$ cat src/rtl/blit_pkg.sv
package blit_pkg;

  typedef enum logic {
    OP_FILL = 1'b0,
    OP_COPY = 1'b1
  } blit_op_e;

  localparam int CTRL_W     = 16;
  localparam int BIT_XFWD   = 0;
  localparam int BIT_YFWD   = 1;
  localparam int BIT_LAST   = 5;
  localparam int ROT_LSB    = 8;
  localparam int BIT_ROT_EN = 11;

endpackage

$ cat src/rtl/blit_xform.sv
module blit_xform #(
  parameter int CW = 16
) (
  input  logic          is_copy,
  input  logic          bpp24,
  input  logic [CW-1:0] sx,
  input  logic [CW-1:0] sy,
  input  logic [CW-1:0] dx,
  input  logic [CW-1:0] dy,
  input  logic [CW-1:0] w,
  input  logic [CW-1:0] h,
  output logic [CW-1:0] src_x,
  output logic [CW-1:0] src_y,
  output logic [CW-1:0] dst_x,
  output logic [CW-1:0] dst_y,
  output logic [CW-1:0] size_w,
  output logic          x_fwd,
  output logic          y_fwd
);

  localparam logic [CW-1:0] ONE = CW'(1);

  function automatic logic [CW-1:0] scale3(input logic [CW-1:0] v, input logic en);
    logic [CW-1:0] t;
    t = (v << 1) + v;
    return en ? t : v;
  endfunction

  function automatic logic [CW-1:0] far_edge(input logic [CW-1:0] base,
                                             input logic [CW-1:0] len);
    return base + len - ONE;
  endfunction

  logic [CW-1:0] sxa, dxa, wa;

  always_comb begin
    sxa    = scale3(sx, bpp24);
    dxa    = scale3(dx, bpp24);
    wa     = scale3(w, bpp24);
    y_fwd  = !(is_copy && (sy < dy));
    x_fwd  = !(is_copy && (sxa < dxa));
    src_x  = is_copy ? (x_fwd ? sxa : far_edge(sxa, wa)) : '0;
    src_y  = is_copy ? (y_fwd ? sy : far_edge(sy, h)) : '0;
    dst_x  = x_fwd ? dxa : far_edge(dxa, wa);
    dst_y  = y_fwd ? dy : far_edge(dy, h);
    size_w = wa;
  end

endmodule

$ cat src/rtl/blit_rot.sv
module blit_rot #(
  parameter int CW     = 16,
  parameter int PHASES = 6,
  parameter int RW     = $clog2(PHASES)
) (
  input  logic [CW-1:0] dst_x,
  input  logic          x_fwd,
  output logic [RW-1:0] phase
);

  localparam logic [CW:0] PH  = (CW+1)'(PHASES);
  localparam logic [CW:0] TWO = (CW+1)'(2);

  function automatic logic [RW-1:0] phase_of(input logic [CW:0] v);
    logic [CW:0] q;
    q = (v >> 2) % PH;
    return q[RW-1:0];
  endfunction

  logic [CW:0] biased;

  always_comb begin
    biased = {1'b0, dst_x} + (x_fwd ? '0 : TWO);
    phase  = phase_of(biased);
  end

endmodule

$ cat src/rtl/blit_out_reg.sv
module blit_out_reg #(
  parameter int W = 32
) (
  input  logic         clk,
  input  logic         rst_n,
  input  logic         load,
  input  logic [W-1:0] din,
  input  logic         drain,
  output logic         valid,
  output logic [W-1:0] dout
);

  always_ff @(posedge clk or negedge rst_n) begin
    if (!rst_n)     valid <= 1'b0;
    else if (load)  valid <= 1'b1;
    else if (drain) valid <= 1'b0;
  end

  always_ff @(posedge clk or negedge rst_n) begin
    if (!rst_n)    dout <= '0;
    else if (load) dout <= din;
  end

endmodule

$ cat src/rtl/blit_dir_setup.sv
module blit_dir_setup
  import blit_pkg::*;
#(
  parameter int CW     = 16,
  parameter int PHASES = 6
) (
  input  logic              clk,
  input  logic              rst_n,
  input  logic              req_valid,
  output logic              req_ready,
  input  logic              req_op,
  input  logic              req_bpp24,
  input  logic [CW-1:0]     req_sx,
  input  logic [CW-1:0]     req_sy,
  input  logic [CW-1:0]     req_dx,
  input  logic [CW-1:0]     req_dy,
  input  logic [CW-1:0]     req_w,
  input  logic [CW-1:0]     req_h,
  output logic              out_valid,
  input  logic              out_ready,
  output logic [2*CW-1:0]   out_src,
  output logic [2*CW-1:0]   out_dst,
  output logic [2*CW-1:0]   out_size,
  output logic [CTRL_W-1:0] out_ctrl
);

  localparam int WW    = 2 * CW;
  localparam int ROT_W = $clog2(PHASES);
  localparam int PKT_W = 3 * WW + CTRL_W;

  // named events for the checker
  logic acc_fire, acc_empty, acc_load;
  logic is_copy;

  assign req_ready = !out_valid || out_ready;
  assign acc_fire  = req_valid && req_ready;
  assign acc_empty = (req_w == '0) || (req_h == '0);
  assign acc_load  = acc_fire && !acc_empty;
  assign is_copy   = (req_op == OP_COPY);

  logic [CW-1:0]    src_x, src_y, dst_x, dst_y, size_w;
  logic             x_fwd, y_fwd;
  logic [ROT_W-1:0] rot;

  blit_xform #(.CW(CW)) u_xform (
    .is_copy (is_copy),
    .bpp24   (req_bpp24),
    .sx      (req_sx),
    .sy      (req_sy),
    .dx      (req_dx),
    .dy      (req_dy),
    .w       (req_w),
    .h       (req_h),
    .src_x   (src_x),
    .src_y   (src_y),
    .dst_x   (dst_x),
    .dst_y   (dst_y),
    .size_w  (size_w),
    .x_fwd   (x_fwd),
    .y_fwd   (y_fwd)
  );

  blit_rot #(.CW(CW), .PHASES(PHASES), .RW(ROT_W)) u_rot (
    .dst_x (dst_x),
    .x_fwd (x_fwd),
    .phase (rot)
  );

  logic [CTRL_W-1:0] ctrl;

  always_comb begin
    ctrl           = '0;
    ctrl[BIT_XFWD] = x_fwd;
    ctrl[BIT_YFWD] = y_fwd;
    ctrl[BIT_LAST] = 1'b1;
    if (req_bpp24) begin
      ctrl[ROT_LSB +: ROT_W] = rot;
      ctrl[BIT_ROT_EN]       = 1'b1;
    end
  end

  logic [PKT_W-1:0] pkt_in, pkt_out;

  assign pkt_in = {src_x, src_y, dst_x, dst_y, size_w, req_h, ctrl};

  blit_out_reg #(.W(PKT_W)) u_oreg (
    .clk   (clk),
    .rst_n (rst_n),
    .load  (acc_load),
    .din   (pkt_in),
    .drain (out_ready),
    .valid (out_valid),
    .dout  (pkt_out)
  );

  assign {out_src, out_dst, out_size, out_ctrl} = pkt_out;

endmodule

$ cat config.mk
export PLATFORM = sky130hd
export DESIGN_NAME = blit_dir_setup
export DESIGN_NICKNAME = d
export VERILOG_FILES = /design/src/rtl/blit_pkg.sv /design/src/rtl/blit_xform.sv /design/src/rtl/blit_rot.sv /design/src/rtl/blit_out_reg.sv /design/src/rtl/blit_dir_setup.sv
export SDC_FILE = /design/constraint.sdc
export NUM_CORES = 1
export LEC_CHECK = 0
export ABC_CLOCK_PERIOD_IN_PS = 1800
export BUFFER_PORTS_ARGS = -buffer_cell sky130_fd_sc_hd__buf_2
export CORE_ASPECT_RATIO = 2
export CORE_MARGIN = 5
export CORE_UTILIZATION = 25
export DETAILED_ROUTE_END_ITERATION = 6
export SYNTH_ARGS = -nofsm -noshare
export SYNTH_HDL_FRONTEND = slang
export SYNTH_HIERARCHICAL = 1
export SYNTH_SLANG_ARGS = --single-unit
$ cat constraint.sdc
create_clock -name clk -period 1.8 [get_ports clk]
set_input_delay 0.54 -clock clk [delete_from_list [all_inputs] [get_ports clk]]
set_output_delay 0.54 -clock clk [all_outputs]
set_load 0.01 [all_outputs]
==> results.sh <==
export IMPL_worst_hold_path_type="input pin to async pin"
export IMPL_synthFlopType="dfrtp_1"
export IMPL_synth_edf_count=0
export IMPL_crit_type="input pin to register"
export IMPL_n_antenna_cell=0
export IMPL_cp_end_kind="register"
export IMPL_postRouteAntennaNets=0
export IMPL_grt_pass1_vias=15590
export IMPL_grt_util_all_layers_pct=17.44
export IMPL_ctsHoldBuffers=0
export IMPL_synth_largest_area_cell="dfrtp_1"
export IMPL_worstPathRequired_ns=2.13
export IMPL_core_sq_mm=0.05511
export IMPL_finalSetupTns_ns=-124.77
export IMPL_dr_pass1_iters=5
export IMPL_timing_final_ws_setup_ns=-5.732
export IMPL_relSlewSlack_pct=50.33
export IMPL_place_inst=2984
export IMPL_grt_pass1_wl_um=82490
export IMPL_cts_root_buf="clkbuf_16"
export IMPL_tightest_slew_ns=0.7398
export IMPL_chipWidth_um=176.5
export IMPL_final_nets=2606
export IMPL_gp_congestion=0.9085
export IMPL_period_share_pct=418.5
export IMPL_synth_top_area_share_pct=20.39
export IMPL_die_h_um=343.1
export IMPL_avgSynthCellArea_sq_um=8.952
export IMPL_peakVddDrop_mv=1.055
export IMPL_routedWlPerCell_um=17.98
export IMPL_status="complete, but fails checks"
export IMPL_pre_cts_ws_ns=-6.362
export IMPL_synth_area_sq_mm=0.01387
export IMPL_wirelength_um=55360
export IMPL_cts_buffers=17
export IMPL_synthArstFlopShare_pct=100.0
export IMPL_grt_ovfl_total=0
export IMPL_ioPinCount=216
export IMPL_cts_buffer_depth=2
export IMPL_start_util_pct=25.16
export IMPL_hpwlAfterDp_um=44850
export IMPL_row_count=122
export IMPL_vias_per_cell=4.735
export IMPL_synth_seq_area_share_pct=20.39
export IMPL_critical_path_max_fanout=5
export IMPL_synth_common_cells="inv_1, ha_1, dfrtp_1, nand2_1, a21oi_1"
export IMPL_rsz0062_at_grt="true"
export IMPL_drv_cap=0
export IMPL_die_area_sq_mm=0.06056
export IMPL_antenna_found_initial=4
export IMPL_crit_slowest_cell="a2111oi_4"
export IMPL_grt_max_degree=62
export IMPL_clock_sinks=113
export IMPL_finalHoldViolCount=0
export IMPL_instances_no_fill=3079
export IMPL_htree_levels=4
export IMPL_synth_most_common_cell="inv_1"
export IMPL_synth_warnings=6
export IMPL_vias=14580
export IMPL_p_leak_uw=0.01119
export IMPL_final_setup_viol_count=108
export IMPL_final_min_clock_period_ns=7.532
export IMPL_drt_initial_drc_count=499
export IMPL_hold_slack_ns=0.06265
export IMPL_clk_pin_slew_ns=0.07
export IMPL_drc_errors=0
export IMPL_synth_cells=1549
export IMPL_crit_arrival_ns=7.87
export IMPL_max_stage_delay_ns=0.41
export IMPL_ys_top_cells_by_area="dfrtp_1, ha_1, mux2_4, xnor2_1, inv_1"
export IMPL_startpoint_type="input pin"
export IMPL_fmax_ghz=0.1328
export IMPL_portBuffers=215
export IMPL_crit_top_cell="buf_4"
export IMPL_worstSkewPairLatency_ns=0.46
export IMPL_skew_ns=0.008200
export IMPL_yosys_cell_types_count=115
export IMPL_syn2layout_area_growth_pct=67.37
export IMPL_slew_violations=0
export IMPL_power_uw=31590
export IMPL_p_per_area_mw_per_mm2=1361
export IMPL_cts_tree="built"
export IMPL_violations="negative setup slack"
export IMPL_synth_seq_cells=113
export IMPL_drive_gt1_share_pct=54.86
what timing repair did:
action | CTS | global route
pin swaps | 84 | 64
setup endpoints to repair | 113 | 114
gates cloned | 0 | 4
gates resized for setup | 234 | 145
buffers inserted | 43 | 27
per-layer routing:
layer | global-route usage, % | up-vias | wire length, um
li1 | - | 7066 | -
met3 | 3.219 | 136 | 2216
met5 | 0 | - | 55
met4 | 11.39 | 8 | 3934
met1 | 16.62 | 7039 | 19430
met2 | 33.44 | 331 | 29730
cells in the final DEF (no fill, tap or decap), types with 63 or more instances in the layout:
master and n:
inv_1 156, nor2_1 63, mux2_4 95, dfrtp_1 113
buf_4 506, nand2_1 92, buf_6 65, xnor2_1 74
ha_1 131, buf_2 191
area by class of cell:
| type | instances | area (sq um) |
|---|---|---|
| Fill cell | 5272 | 31900 |
| Multi-Input combinational cell | 1209 | 11940 |
| Timing Repair Buffer | 793 | 6092 |
| Sequential cell | 113 | 2828 |
| Tap cell | 744 | 930.9 |
| Inverter | 188 | 802.0 |
| Clock buffer | 17 | 425.4 |
| Clock inverter | 15 | 188.9 |
path summary, 6_finish.rpt:
path	cells past startpoint	endpoint	start	slack, ns
setup / recovery	41	u_oreg/dout[9]$_DFFE_PN0P_	req_dx[2]	-5.73
hold / removal	2	u_oreg/dout[51]$_DFFE_PN0P_	rst_n	0.06
setup reg to reg	4	u_oreg/dout[9]$_DFFE_PN0P_	u_oreg/valid$_DFFE_PN0P_	0.10
hold reg to reg	1	u_oreg/dout[60]$_DFFE_PN0P_	u_oreg/dout[60]$_DFFE_PN0P_	0.51
max in group asynchronous	2	u_oreg/dout[110]$_DFFE_PN0P_	rst_n	1.40
min in group clk	3	u_oreg/valid$_DFFE_PN0P_	out_ready	0.36
report_power, final:
group	internal [uW]	leakage, uW	total [uW]	switching [uW]
combinational	12600	0.00953	24200	11500
clock	2110	0.000296	3720	1610
sequential	3260	0.00136	3670	410
total	18000	0.0112	31600	13600
worst max-delay path, delay by kind of cell:
kind                     cells  cell delay [ns]
AO/OA/AOI/OAI               15             3.00
adder cells (fa/ha/maj)      4             0.84
buffers and inverters        8             1.22
AND/OR/NAND/NOR             11             1.53
multiplexers                 3             0.73
per-stage QoR:
stage	utilization [%]	cell area (sq um)
6_report	42.12	23210
5_1_grt	42.12	23210
4_1_cts	40.48	22310
3_5_place_dp	37.04	20410
3_3_place_gp	37.04	20410
2_1_floorplan	-	14850
flip-flops by register name, indices dropped and copies added, names as in the netlist:
name / cells
u_oreg/dout: 112
u_oreg/valid: 1
logic make-up (layout without fill, tap and decap cells):
logic type	after synthesis	after routing	share of synthesized area (%)
and+or+nand+nor	391	391	15.15
AOI/OAI and AO/OA	344	344	17.31
buffers and inverters	235	1013	7.760
adders and majority gates	182	182	16.80
muxes	170	170	15.30
DFF	113	113	20.39
xor gates and xnor gates	112	112	7.236
other	2	10	0.05416
No activity file was read; power rests on OpenSTA's default activity.
